### src/rtl/padctl_pkg.sv
package padctl_pkg;

  localparam int CFG_W      = 32;
  localparam int IDX_LSB    = 24;
  localparam int IDX_W      = 8;
  localparam int OWN_LSB    = 16;
  localparam int FLAG_W     = 5;

  // ownership code: bit 0 = master, bit 1 = first
  typedef enum logic [1:0] {
    OWN_NONE = 2'b00,
    OWN_XBAR = 2'b01,
    OWN_IOP  = 2'b10,
    OWN_GPIO = 2'b11
  } owner_e;

  typedef struct packed {
    logic od;    // bit 4
    logic oinv;  // bit 3
    logic iinv;  // bit 2
    logic hi;    // bit 1
    logic lo;    // bit 0
  } pad_flags_t;

  typedef struct packed {
    owner_e     owner;
    pad_flags_t flags;
  } pad_cfg_t;

  function automatic pad_cfg_t unpack_cfg(input logic [CFG_W-1:0] word);
    pad_cfg_t c;
    c.owner = owner_e'(word[OWN_LSB +: 2]);
    c.flags = pad_flags_t'(word[FLAG_W-1:0]);
    return c;
  endfunction

endpackage

### src/rtl/padctl_decode.sv
module padctl_decode
  import padctl_pkg::*;
#(
  parameter int NPADS = 99
) (
  input  logic                 cfg_valid,
  input  logic                 cfg_ready,
  input  logic [CFG_W-1:0]     cfg_data,
  output logic [NPADS-1:0]     wr_hit,
  output pad_cfg_t             wr_cfg
);

  logic             accept;
  logic [IDX_W-1:0] pad_idx;
  logic             unused_bits;

  assign accept      = cfg_valid & cfg_ready;
  assign pad_idx     = cfg_data[IDX_LSB +: IDX_W];
  assign wr_cfg      = unpack_cfg(cfg_data);
  assign unused_bits = ^{cfg_data[23:18], cfg_data[15:5]};

  // one strobe per pad; an index beyond the last pad matches none
  for (genvar i = 0; i < NPADS; i++) begin : g_hit
    assign wr_hit[i] = accept && (pad_idx == IDX_W'(i));
  end

endmodule

### src/rtl/padctl_regs.sv
module padctl_regs
  import padctl_pkg::*;
#(
  parameter int NPADS = 99
) (
  input  logic                    clk,
  input  logic                    rst_n,
  input  logic [NPADS-1:0]        wr_hit,
  input  pad_cfg_t                wr_cfg,
  output pad_cfg_t [NPADS-1:0]    cfg_q
);

  for (genvar i = 0; i < NPADS; i++) begin : g_reg
    always_ff @(posedge clk) begin
      if (!rst_n) begin
        cfg_q[i] <= '0;
      end else if (wr_hit[i]) begin
        cfg_q[i] <= wr_cfg;
      end
    end
  end

endmodule

### src/rtl/padctl_cell.sv
module padctl_cell
  import padctl_pkg::*;
(
  input  pad_cfg_t cfg,
  input  logic     xbar_do,
  input  logic     xbar_oe,
  input  logic     iop_do,
  input  logic     iop_oe,
  input  logic     pad_di,
  output logic     pad_do,
  output logic     pad_oe,
  output logic     xbar_di,
  output logic     gpio_di,
  output logic     iop_di
);

  logic src_do;
  logic src_oe;
  logic val;
  logic din;

  always_comb begin
    src_do = 1'b0;
    src_oe = 1'b0;
    unique case (cfg.owner)
      OWN_XBAR: begin
        src_do = xbar_do;
        src_oe = xbar_oe;
      end
      OWN_IOP: begin
        src_do = iop_do;
        src_oe = iop_oe;
      end
      OWN_GPIO: begin
        // exactly one drive flag makes an output; both or none is input
        src_do = cfg.flags.hi;
        src_oe = cfg.flags.lo ^ cfg.flags.hi;
      end
      default: begin
        src_do = 1'b0;
        src_oe = 1'b0;
      end
    endcase
  end

  assign val = src_do ^ cfg.flags.oinv;

  always_comb begin
    if (cfg.flags.od) begin
      pad_oe = src_oe & ~val;
      pad_do = 1'b0;
    end else begin
      pad_oe = src_oe;
      pad_do = val & src_oe;
    end
  end

  assign din     = pad_di ^ cfg.flags.iinv;
  assign xbar_di = (cfg.owner == OWN_XBAR) & din;
  assign gpio_di = (cfg.owner == OWN_GPIO) & din;
  assign iop_di  = (cfg.owner == OWN_IOP)  & din;

endmodule

### src/rtl/padctl_top.sv
module padctl_top
  import padctl_pkg::*;
#(
  parameter int NPADS = 99
) (
  input  logic               clk,
  input  logic               rst_n,
  input  logic               cfg_valid,
  output logic               cfg_ready,
  input  logic [31:0]        cfg_data,
  input  logic [NPADS-1:0]   xbar_do,
  input  logic [NPADS-1:0]   xbar_oe,
  input  logic [NPADS-1:0]   iop_do,
  input  logic [NPADS-1:0]   iop_oe,
  input  logic [NPADS-1:0]   pad_di,
  output logic [NPADS-1:0]   pad_do,
  output logic [NPADS-1:0]   pad_oe,
  output logic [NPADS-1:0]   xbar_di,
  output logic [NPADS-1:0]   gpio_di,
  output logic [NPADS-1:0]   iop_di
);

  logic                   rdy_q;
  logic [NPADS-1:0]       wr_hit;
  pad_cfg_t               wr_cfg;
  pad_cfg_t [NPADS-1:0]   cfg_q;

  always_ff @(posedge clk) begin
    if (!rst_n) rdy_q <= 1'b0;
    else        rdy_q <= 1'b1;
  end
  assign cfg_ready = rdy_q;

  padctl_decode #(.NPADS(NPADS)) u_decode (
    .cfg_valid (cfg_valid),
    .cfg_ready (cfg_ready),
    .cfg_data  (cfg_data),
    .wr_hit    (wr_hit),
    .wr_cfg    (wr_cfg)
  );

  padctl_regs #(.NPADS(NPADS)) u_regs (
    .clk    (clk),
    .rst_n  (rst_n),
    .wr_hit (wr_hit),
    .wr_cfg (wr_cfg),
    .cfg_q  (cfg_q)
  );

  for (genvar i = 0; i < NPADS; i++) begin : g_pad
    padctl_cell u_cell (
      .cfg     (cfg_q[i]),
      .xbar_do (xbar_do[i]),
      .xbar_oe (xbar_oe[i]),
      .iop_do  (iop_do[i]),
      .iop_oe  (iop_oe[i]),
      .pad_di  (pad_di[i]),
      .pad_do  (pad_do[i]),
      .pad_oe  (pad_oe[i]),
      .xbar_di (xbar_di[i]),
      .gpio_di (gpio_di[i]),
      .iop_di  (iop_di[i])
    );
  end

endmodule

### config.mk
export PLATFORM = sky130hd
export DESIGN_NAME = padctl_top
export DESIGN_NICKNAME = d
export VERILOG_FILES = /design/src/rtl/padctl_pkg.sv /design/src/rtl/padctl_decode.sv /design/src/rtl/padctl_regs.sv /design/src/rtl/padctl_cell.sv /design/src/rtl/padctl_top.sv
export SDC_FILE = /design/constraint.sdc
export NUM_CORES = 2
export LEC_CHECK = 0
export BUFFER_PORTS_ARGS = -buffer_cell sky130_fd_sc_hd__buf_4
export CORE_AREA = 2 2 402 404
export CTS_BUF_LIST = sky130_fd_sc_hd__clkbuf_4
export DETAILED_ROUTE_END_ITERATION = 10
export DIE_AREA = 0 0 404 406
export GPL_TIMING_DRIVEN = 0
export PLACE_DENSITY_LB_ADDON = 0.3
export SKIP_LAST_GASP = 1
export SLEW_MARGIN = 20
export SYNTH_ARGS = -nofsm -noshare
export SYNTH_HDL_FRONTEND = slang
export SYNTH_SLANG_ARGS = --single-unit
export TNS_END_PERCENT = 5
### constraint.sdc
create_clock -name clk -period 4.7 [get_ports clk]
set_input_delay 0.235 -clock clk [delete_from_list [all_inputs] [get_ports clk]]
set_output_delay 0.235 -clock clk [all_outputs]
set_load 0.005 [all_outputs]
==> results.yml <==
timing:
  finClkSkew_ns: 0.0560
  slew_viol_final: 0
  setup-tns-final_ns: 0
  period_share: 0.756
  hold_viol: 0
  slew_headroom: 0.213
  max_freq_mhz: 282
  holdWs_ns: 0.194
  rsz0062_at_grt: "no"
  setup_violations: 0
  max_slew.worst_pin.slew_ns: 1.18
  fin_crit_ns: 3.55
worst_setup_path:
  reg2reg_to: "u_regs.cfg_q[115]"
  end_kind: "output port"
  critPathBufInv: 3
  crit_start: "u_regs.cfg_q[362]"
  crit_required_ns: 4.47
  start_kind: "flop"
  arrival_ns: 3.32
  critical-path-top-delay-family: "buffers and inverters"
  crit_chain: "clkbuf_1 > mux2_2 > a22oi_1 > nor4bb_1 > buf_4 > buf_4"
  critical_path.max_stage_delay_ns: 0.66
  critPathCapture: "pad_do[51]"
  crit_slowest_cell: "nor4bb_1"
  cp_common_cell: "buf_4"
  r2r_start: "cfg_ready"
  r2r_cells: 6
  path_depth: 6
  reg2reg_slack_ns: 1.60
  timing_worst_setup_path_type: "flop to output port"
  crit_path_max_fanout: 9
yosys:
  synth_cell_type_count: 42
  syn-cell-area_um2: 42300
  syn-num-nets: 5194
  synthCells: 4664
  ys_seq_elements: 694
  synth_seq_area_share: 0.328
  yosysWarningCount: 0
  synth_area_per_cell_um2: 9.08
grt:
  gr-usage-all-layers: 0.201
  antenna_found_initial: 39
  grt_max_degree: 17
  grt-ovfl-total: 0
  grt_first_pass_wirelength_um: 245000
  grt_pass1_vias: 37500
routing:
  vias: 38500
  wl_per_cell_um: 21.2
  drc: 0
  wirelength_um: 173000
  drtIter0Drc: 2090
  routed_via_density: 4.73
  postRouteAntennaNets: 0
  drt_pass1_iterations: 5
cts:
  htree_levels: 4
  clock_sinks: 694
  worstSkewPairLatency_ns: 1.10
  post_cts_resized: 0
  tritoncts: "done"
  clk_pin_slew_ns: 0.07
  numCtsBuffers: 196
  postCtsSetupBuffers: 0
  clockBufferDepth: 3
  hold_buffers: 15
  clockRootBuffer: "clkbuf_4"
die:
  chipWidth_um: 404
  die_h_um: 406
  row_count: 147
  dieArea_um2: 164000
  num_io_pins: 1026
  coreArea_um2: 160000
  start_util: 0.265
place:
  port_buffers: 1006
  placed_area_um2: 52600
  dp_hpwl_um: 137000
  gp_congestion: 0.916
power:
  cellPowerDensity_nw_per_um2: 228
  p_leak_nw: 26.4
  vdd_drop_max_mv: 0.196
  power_mw: 12.6
final_layout:
  post-route-cell-area_um2: 55400
  fillers: 16800
  drive_above_1_share: 0.339
  final_core_util: 0.347
  syn_to_final_growth_pct: 30.7
  nets: 6414
status:
  status: "finished clean"
flow_run:
  drv_cap: 0
worst_hold_path:
  worstHoldPathType: "primary input to flop"
worst register-to-register path: stages, from the launching register on:
cell           delay [ns]
dfxtp_1              0.60
nor4bb_1             0.35
dlygate4sd3_1        0.59
buf_2                0.37
nand3_2              0.11
dlygate4sd3_1        0.74
mux2i_1              0.18
where the power goes:
group	internal [mW]	total (mW)	switching (mW)	leakage [nW]
Clock	2.92	5.69	2.77	1.49
Sequential	5.88	5.89	0.00527	5.59
Combinational	0.401	1.03	0.626	19.3
routing by layer:
| metal | vias to the layer above | track usage | wire [um] |
|---|---|---|---|
| met2 | 1130 | 0.343 | 83900 |
| met5 | - | 0 | 149 |
| met1 | 18600 | 0.250 | 74000 |
| met3 | 231 | 0.0483 | 10700 |
| li1 | 18500 | - | - |
| met4 | 22 | 0.0620 | 4220 |
cells in the mapped netlist (all sizes together):
library cell | n | area (um2)
o211a | 38 | 380
nor3 | 60 | 945
nand2 | 854 | 3210
and4 | 1 | 8.76
a22oi | 48 | 360
mux2i | 693 | 6940
buf | 533 | 3970
a31oi | 99 | 619
and3 | 99 | 619
dfxtp | 694 | 13900
nor4 | 1 | 12.5
a32oi | 51 | 447
xor2 | 160 | 1400
and2 | 150 | 938
a211o | 48 | 420
nand3 | 39 | 320
nor2 | 116 | 438
nand4 | 1 | 6.26
nand3b | 76 | 571
nand4b | 2 | 17.5
and3b | 202 | 1770
xnor2 | 38 | 333
or4 | 1 | 11.3
nand2b | 2 | 12.5
and4b | 2 | 20.0
a311oi | 61 | 534
nand4bb | 3 | 33.8
nor2b | 53 | 332
mux2 | 99 | 1110
nor4b | 3 | 53.8
or4b | 3 | 37.5
a221o | 51 | 510
clkbuf | 280 | 1050
nor4bb | 103 | 1030
placed cells by master, fill, tap and decap left out, types with 3 or more instances in the layout:
| cell type | n |
|---|---|
| dlygate4sd3_1 | 15 |
| xor2_1 | 160 |
| and2_1 | 150 |
| buf_1 | 10 |
| nor4bb_1 | 102 |
| nand3b_1 | 76 |
| buf_2 | 10 |
| mux2_2 | 99 |
| nand2_1 | 849 |
| nor2b_1 | 53 |
| clkinv_1 | 46 |
| and3b_1 | 202 |
| clkbuf_1 | 269 |
| clkbuf_4 | 293 |
| nand2_2 | 5 |
| clkinv_2 | 4 |
| clkbuf_2 | 11 |
| buf_6 | 7 |
| and3_1 | 99 |
| a31oi_1 | 99 |
| nand3_2 | 25 |
| nand4bb_1 | 3 |
| nor3_4 | 55 |
| clkinvlp_4 | 4 |
| a311oi_1 | 61 |
| a221o_1 | 51 |
| a211o_1 | 48 |
| buf_4 | 1512 |
| o211a_1 | 38 |
| a32oi_1 | 51 |
| diode_2 | 28 |
| inv_6 | 4 |
| mux2i_1 | 693 |
| dfxtp_1 | 694 |
| xnor2_1 | 38 |
| a22oi_1 | 48 |
| nor3_2 | 5 |
| clkinv_4 | 3 |
| nand3_1 | 14 |
| nor2_1 | 115 |
how the worst min path moves through the flow:
| stage | start | to | slack [ns] | cells after the start |
|---|---|---|---|---|
| floorplan | rst_n | cfg_ready | 0.26 | 0 |
| global placement | rst_n | cfg_ready | 0.39 | 1 |
| detailed placement | rst_n | cfg_ready | 0.39 | 1 |
| CTS | cfg_data[24] | u_regs.cfg_q[530] | 0.04 | 5 |
| global route | cfg_data[24] | u_regs.cfg_q[165] | 0.05 | 5 |
| finish | cfg_data[24] | u_regs.cfg_q[166] | 0.19 | 5 |
through the flow:
step | worst slack (ns) | cells
floorplan | 3.00 | 4664
global placement | 0.569 | 7756
detailed placement | 1.04 | 7757
CTS | 0.991 | 8129
global route | 0.952 | 8151
finish | 1.15 | 8157
cells by family (layout without fill, tap and decap cells):
logic type | Yosys count | count (layout) | share of synthesized area
simple gates | 1771 | 1771 | 0.245
buf+inv | 813 | 2192 | 0.118
mux | 792 | 792 | 0.190
flops | 694 | 694 | 0.328
compound gates | 396 | 396 | 0.0773
xor+xnor | 198 | 198 | 0.0409
other cells | 0 | 28 | 0
area by class of cell:
| type | count | area (um2) | area share |
|---|---|---|---|
| Buffer | 813 | 5030 | 0.0909 |
| Timing Repair Buffer | 1022 | 7730 | 0.140 |
| Clock inverter | 64 | 342 | 0.00617 |
| Sequential cell | 694 | 13900 | 0.251 |
| Clock buffer | 293 | 2200 | 0.0397 |
| Multi-Input combinational cell | 3157 | 23500 | 0.424 |
| Tap cell | 2086 | 2610 | 0.0472 |
| Antenna cell | 28 | 70.1 | 0.00127 |
flip-flops by register name (all words and copies together) (netlist names):
signal	cells
cfg_ready	1
u_regs.cfg_q	693
No activity file was read; power rests on OpenSTA's default activity.
